**src/rtl/fx_pkg.sv**
```systemverilog
package fx_pkg;

  localparam int OPC_W = 4;
  localparam int SEL_W = 2;

  typedef enum logic [1:0] {
    ACT_NOP   = 2'b00,
    ACT_STORE = 2'b01,
    ACT_LOAD  = 2'b10,
    ACT_ADD   = 2'b11
  } act_e;

  typedef enum logic {
    PH_FETCH = 1'b0,
    PH_EXEC  = 1'b1
  } phase_e;

  function automatic act_e act_of(input logic [OPC_W-1:0] opc);
    return act_e'(opc[OPC_W-1 -: 2]);
  endfunction

  function automatic logic [SEL_W-1:0] sel_of(input logic [OPC_W-1:0] opc);
    return opc[SEL_W-1:0];
  endfunction

  function automatic logic is_halt(input logic [OPC_W-1:0] opc);
    return opc == '0;
  endfunction

endpackage

```
**src/rtl/fx_decode.sv**
```systemverilog
module fx_decode
  import fx_pkg::*;
#(
  parameter int NREG = 4
) (
  input  logic [OPC_W-1:0] opcode,
  input  logic             exec_en,
  output act_e             act,
  output logic [SEL_W-1:0] sel,
  output logic [NREG-1:0]  reg_wr,
  output logic             store_en,
  output logic             halt_en,
  output logic             keep_fb
);

  logic wr_any;

  always_comb begin
    act    = act_of(opcode);
    sel    = sel_of(opcode);
    wr_any = exec_en && ((act == ACT_LOAD) || (act == ACT_ADD));
  end

  for (genvar gi = 0; gi < NREG; gi++) begin : g_wr
    assign reg_wr[gi] = wr_any && (sel == SEL_W'(gi));
  end

  assign store_en = exec_en && (act == ACT_STORE);
  assign halt_en  = exec_en && is_halt(opcode);
  assign keep_fb  = (act == ACT_ADD);

endmodule

```
**src/rtl/fx_regfile.sv**
```systemverilog
module fx_regfile
  import fx_pkg::*;
#(
  parameter int DATA_W = 8,
  parameter int NREG   = 4
) (
  input  logic                   clk,
  input  logic                   rst_n,
  input  logic [NREG-1:0]        reg_wr,
  input  logic [SEL_W-1:0]       sel,
  input  logic                   keep_fb,
  input  logic [DATA_W-1:0]      bus_data,
  output logic [DATA_W-1:0]      sel_val,
  output logic [NREG*DATA_W-1:0] regs_flat
);

  function automatic logic [DATA_W-1:0] acc_next(input logic [DATA_W-1:0] fb,
                                                 input logic [DATA_W-1:0] din);
    return fb + din;
  endfunction

  logic [DATA_W-1:0] regs [NREG];
  logic [DATA_W-1:0] fb_op;
  logic [DATA_W-1:0] sum;

  assign sel_val = regs[sel];
  assign fb_op   = keep_fb ? sel_val : '0;
  assign sum     = acc_next(fb_op, bus_data);

  for (genvar gi = 0; gi < NREG; gi++) begin : g_reg
    always_ff @(posedge clk or negedge rst_n) begin
      if (!rst_n)          regs[gi] <= '0;
      else if (reg_wr[gi]) regs[gi] <= sum;
    end
    assign regs_flat[gi*DATA_W +: DATA_W] = regs[gi];
  end

endmodule

```
**src/rtl/fx_seq.sv**
```systemverilog
module fx_seq
  import fx_pkg::*;
#(
  parameter int ADDR_W  = 8,
  parameter int INSTR_W = 12
) (
  input  logic               clk,
  input  logic               rst_n,
  input  logic [INSTR_W-1:0] rdata,
  input  logic               halt_en,
  output logic [ADDR_W-1:0]  pc,
  output logic [INSTR_W-1:0] ir,
  output logic               halted,
  output logic               fetch_ev,
  output logic               exec_en
);

  phase_e phase;

  assign fetch_ev = (phase == PH_FETCH) && !halted;
  assign exec_en  = (phase == PH_EXEC);

  always_ff @(posedge clk or negedge rst_n) begin
    if (!rst_n) begin
      phase  <= PH_FETCH;
      pc     <= '0;
      ir     <= '0;
      halted <= 1'b0;
    end else if (fetch_ev) begin
      ir    <= rdata;
      pc    <= pc + 1'b1;
      phase <= PH_EXEC;
    end else if (exec_en) begin
      phase <= PH_FETCH;
      if (halt_en) halted <= 1'b1;
    end
  end

endmodule

```
**src/rtl/fx_core.sv**
```systemverilog
module fx_core
  import fx_pkg::*;
#(
  parameter int DATA_W = 8,
  parameter int ADDR_W = 8,
  parameter int NREG   = 4
) (
  input  logic                          clk,
  input  logic                          rst_n,
  output logic [ADDR_W-1:0]             mem_addr,
  input  logic [OPC_W+ADDR_W-1:0]       mem_rdata,
  output logic [DATA_W-1:0]             mem_wdata,
  output logic                          mem_we,
  output logic                          halted,
  output logic                          in_exec,
  output logic [NREG*DATA_W-1:0]        dbg_regs
);

  localparam int INSTR_W = OPC_W + ADDR_W;

  logic [ADDR_W-1:0]  pc_q;
  logic [INSTR_W-1:0] ir_q;
  logic               fetch_ev;
  logic               exec_en;
  act_e               act_w;
  logic [SEL_W-1:0]   sel_w;
  logic [NREG-1:0]    reg_wr;
  logic               store_en;
  logic               halt_en;
  logic               keep_fb;
  logic [DATA_W-1:0]  sel_val;

  fx_seq #(.ADDR_W(ADDR_W), .INSTR_W(INSTR_W)) seq_i (
    .clk      (clk),
    .rst_n    (rst_n),
    .rdata    (mem_rdata),
    .halt_en  (halt_en),
    .pc       (pc_q),
    .ir       (ir_q),
    .halted   (halted),
    .fetch_ev (fetch_ev),
    .exec_en  (exec_en)
  );

  fx_decode #(.NREG(NREG)) dec_i (
    .opcode   (ir_q[INSTR_W-1 -: OPC_W]),
    .exec_en  (exec_en),
    .act      (act_w),
    .sel      (sel_w),
    .reg_wr   (reg_wr),
    .store_en (store_en),
    .halt_en  (halt_en),
    .keep_fb  (keep_fb)
  );

  fx_regfile #(.DATA_W(DATA_W), .NREG(NREG)) rf_i (
    .clk       (clk),
    .rst_n     (rst_n),
    .reg_wr    (reg_wr),
    .sel       (sel_w),
    .keep_fb   (keep_fb),
    .bus_data  (mem_rdata[DATA_W-1:0]),
    .sel_val   (sel_val),
    .regs_flat (dbg_regs)
  );

  assign in_exec   = exec_en;
  assign mem_addr  = exec_en ? ir_q[ADDR_W-1:0] : pc_q;
  assign mem_we    = store_en;
  assign mem_wdata = store_en ? sel_val : '0;

endmodule

```
**config.mk**
```make
export PLATFORM = sky130hd
export DESIGN_NAME = fx_core
export DESIGN_NICKNAME = d
export VERILOG_FILES = /design/src/rtl/fx_pkg.sv /design/src/rtl/fx_decode.sv /design/src/rtl/fx_regfile.sv /design/src/rtl/fx_seq.sv /design/src/rtl/fx_core.sv
export SDC_FILE = /design/constraint.sdc
export NUM_CORES = 1
export LEC_CHECK = 0
export BUFFER_PORTS_ARGS = -buffer_cell sky130_fd_sc_hd__buf_2
export CORE_MARGIN = 2
export CORE_UTILIZATION = 45
export DETAILED_ROUTE_END_ITERATION = 8
export HOLD_SLACK_MARGIN = 0.06
export PLACE_DENSITY = 0.71
export SETUP_SLACK_MARGIN = 0.15
export SYNTH_ARGS = -nofsm -noshare
export SYNTH_HDL_FRONTEND = slang
export SYNTH_SLANG_ARGS = --single-unit
export TNS_END_PERCENT = 50
```
**constraint.sdc**
```tcl
create_clock -name clk -period 3.6 [get_ports clk]
set_clock_uncertainty 0.2 [all_clocks]
set_input_delay 0.18 -clock clk [delete_from_list [all_inputs] [get_ports clk]]
set_output_delay 0.18 -clock clk [all_outputs]
set_load 0.005 [all_outputs]
```
==> impl_metrics.csv <==
group,metric,value,unit
power_and_ir_drop,leakagePower,1.67,nW
timing,setup_tns,0,ns
drt,met3_length,278,um
clock_tree,cts_buffer_depth,2,
setup_path,cp_num_buf_inv,0,
timing,period_share,85.8,%
setup_path,cp_top_family,"multiplexers",
clock_tree,clk_latency,0.31,ns
drt,drt_first_pass_iters,4,
timing,max-slew-margin-rel,42.4,%
placement,hpwlAfterDp,4410,um
timing,hold_viol_final,0,
grt,grt.total_usage,20.5,%
drt,wl_met1,2800,um
setup_path,path_max_fanout,14,
setup_path,r2r_slack,0.51,ns
logic_synthesis,synth.distinct_cells,36,
die,coreArea,5890,um^2
clock_tree,cts_buffers,5,
cells_and_area,fin_nets,334,
clock_tree,post_cts_buffers,0,
cells_and_area,final_common_cell,"buf_2",
placement,place_congestion,0.791,
logic_synthesis,synth_area,2740,um^2
clock_tree,clockRootBuffer,"clkbuf_8",
power_and_ir_drop,ir_worst_vdd,0.000357,V
drt,drt-vias-per-instance,5.41,
cells_and_area,antenna_cells,0,
power_and_ir_drop,power_density,912,nW/um^2
die,design.die.area,6730,um^2
timing,rsz0062_at_grt,"false",
drt,routed_wl,6410,um
setup_path,crit_arrival,3.05,ns
drt,drt_iter0_drc,134,
drt,wl_per_cell,16.6,um
placement,placement.io_buffers,64,
timing,whs,0.275,ns
grt,grt_max_degree,39,
cells_and_area,area_growth,23.7,%
cells_and_area,nFillCells,507,
die,die_h,82.0,um
drt,top_layer_used,"met4",
cells_and_area,final_cell_mix,"buf_2, dfrtp_1, nand2_1, o21ai_0, mux2_2",
logic_synthesis,ys_ff_latch,54,
setup_path,end_kind,"register",
placement,dp_cells,366,
timing,setup_violations,0,
drt,ant_nets,0,
timing,drv_slew,0,
drt,num_vias,2095,
setup_path,cpMaxStageDelayCell,"mux4_1",
setup_path,path_class,"reg -> reg",
logic_synthesis,syn_inst,237,
die,die_w,82.0,um
cells_and_area,fin_cells,387,
worst_hold_path,hp-class,"reg -> reg",
flow_run,drv_cap,0,
die,boundaryPins,65,
grt,grt_overflow_total,0,
clock_tree,cts_sinks,54,
logic_synthesis,syn_nets,260,
outcome,status,"finished clean",
grt,grt_antenna_before_repair,0,
setup_path,crit_top_cell,"o21ai_0",
logic_synthesis,seq_area_frac_synth,49.3,%
die,start_util,46.5,%
drt,drc,0,
logic_synthesis,yosysWarnings,0,
grt,grt_pass1_vias,2035,
timing,tightestPinTransition,0.864,ns
timing,timing.fmax,0.324,GHz
grt,grt_first_pass_wirelength,10200,um
setup_path,startpoint_type,"register",
logic_synthesis,syn_avg_cell_area,11.6,um^2
clock_tree,cts-htree-levels,2,
setup_path,critical-path-max-stage-delay,0.62,ns
setup_path,cp_cell_sequence,"mux4_1, and3_1, ha_1, nor2b_1, o21ai_0, a21oi_1, mux2i_1, o21ai_0",
cells_and_area,drive_above_1_share,34.9,%
timing,layout_min_cycle_time,3.09,ns
setup_path,cp.required,3.56,ns
clock_tree,clk_pin_slew,0.10,ns
drt,dr_wl_met2,3220,um
clock_tree,cts_tree,"done",
die,fp-row-count,28,
## power by group
group	total [mW]	internal (mW)	switching (mW)
clock	0.494	0.297	0.197
combinational	1.35	0.749	0.604
sequential	1.24	0.908	0.334
total	3.09	1.95	1.13
## layer usage
layer / global-route usage (%) / vias up
met2: 32.9 / 58
li1: - / 990
met1: 27.5 / 1040
met3: 4.07 / 7
met5: 0 / -
met4: 7.83 / 0
## final timing paths
path	start	end	cells past startpoint
setup / recovery	seq_i.ir[8]$_DFFE_PN0P_	rf_i.regs_flat[22]$_DFFE_PN0P_	8
hold / removal	seq_i.pc[7]$_DFFE_PN0P_	seq_i.pc[7]$_DFFE_PN0P_	1
setup reg to reg	seq_i.ir[8]$_DFFE_PN0P_	rf_i.regs_flat[22]$_DFFE_PN0P_	8
hold reg to reg	seq_i.pc[7]$_DFFE_PN0P_	seq_i.pc[7]$_DFFE_PN0P_	1
max in group asynchronous	rst_n	seq_i.pc[1]$_DFFE_PN0P_	3
min in group asynchronous	rst_n	rf_i.regs_flat[18]$_DFFE_PN0P_	2
## cell usage after synthesis
| cell type | instances | area, um^2 |
|---|---|---|
| mux2i_1 | 5 | 50.1 |
| ha_1 | 8 | 100 |
| a31o_2 | 1 | 8.76 |
| fa_1 | 1 | 20.0 |
| a211oi_1 | 1 | 7.51 |
| mux4_1 | 3 | 78.8 |
| nor3_1 | 1 | 5.00 |
| nand3_2 | 1 | 10.0 |
| mux2_2 | 24 | 270 |
| and4_1 | 1 | 8.76 |
| nand2b_1 | 1 | 6.26 |
| clkbuf_1 | 7 | 26.3 |
| o211a_1 | 1 | 10.0 |
| a21o_1 | 1 | 7.51 |
| xnor2_1 | 6 | 52.6 |
| nand4b_1 | 2 | 17.5 |
| a21oi_1 | 3 | 15.0 |
| dfrtp_1 | 54 | 1350 |
| nand4_1 | 3 | 18.8 |
| nor2_1 | 6 | 22.5 |
| nor2b_1 | 2 | 12.5 |
| o21ai_1 | 4 | 20.0 |
| xnor2_2 | 2 | 32.5 |
| and2_1 | 8 | 50.1 |
| buf_2 | 5 | 25.0 |
| xor2_1 | 4 | 35.0 |
| and3_1 | 7 | 43.8 |
| inv_1 | 6 | 22.5 |
| nor3b_1 | 1 | 7.51 |
| mux4_2 | 5 | 113 |
| nand3_1 | 5 | 25.0 |
| buf_6 | 1 | 11.3 |
| nand2_1 | 28 | 105 |
| o21a_1 | 1 | 7.51 |
| a31oi_1 | 1 | 6.26 |
| o21ai_0 | 27 | 135 |
## metrics by stage
step / util (%) / power (mW) / setup WS (ns) / area [um^2]
after floorplan: - / 2.08 / 0.808 / 2740
after global placement: 52.9 / 2.55 / 0.408 / 3110
after detailed placement: 52.9 / 2.59 / 0.342 / 3110
after CTS: 57.5 / 3.11 / 0.312 / 3390
after global routing: 57.5 / 3.34 / 0.342 / 3390
final: 57.5 / 3.09 / 0.512 / 3390
## logic make-up (layout without fill, tap and decap cells)
| kind of cell | after synthesis | in the layout | share of synthesized area (%) |
|---|---|---|---|
| adders and majority gates | 9 | 9 | 4.39 |
| muxes | 37 | 37 | 18.7 |
| and+or+nand+nor | 66 | 66 | 12.2 |
| DFF | 54 | 54 | 49.3 |
| buffers and inverters | 19 | 94 | 3.11 |
| xor gates and xnor gates | 12 | 12 | 4.39 |
| AOI/OAI and AO/OA | 40 | 40 | 7.95 |
## repair_timing
item / in CTS / in global routing
hold endpoints to repair: 49 / 0
setup endpoints to repair: 0 / 5
gates resized for setup: 0 / 1
hold buffers: 13 / 0
## state kept, by name, indices dropped and copies added, names as in the netlist
| register | flops |
|---|---|
| seq_i.halted | 1 |
| rf_i.regs_flat | 32 |
| seq_i.pc | 8 |
| seq_i.ir | 12 |
| seq_i.exec_en | 1 |
## area by class of cell
type                    count  area [um^2]  share of cell area [%]
multi-input cells         164         1300                    38.5
repair buffers             80          473                    14.0
inverters                   6         22.5                   0.665
well taps                  75         93.8                    2.77
clock inverters             2         60.1                    1.77
flip-flops and latches     54         1350                    39.9
clock buffers               6         82.6                    2.44
Note: power is estimated with default switching activity, not from simulation.
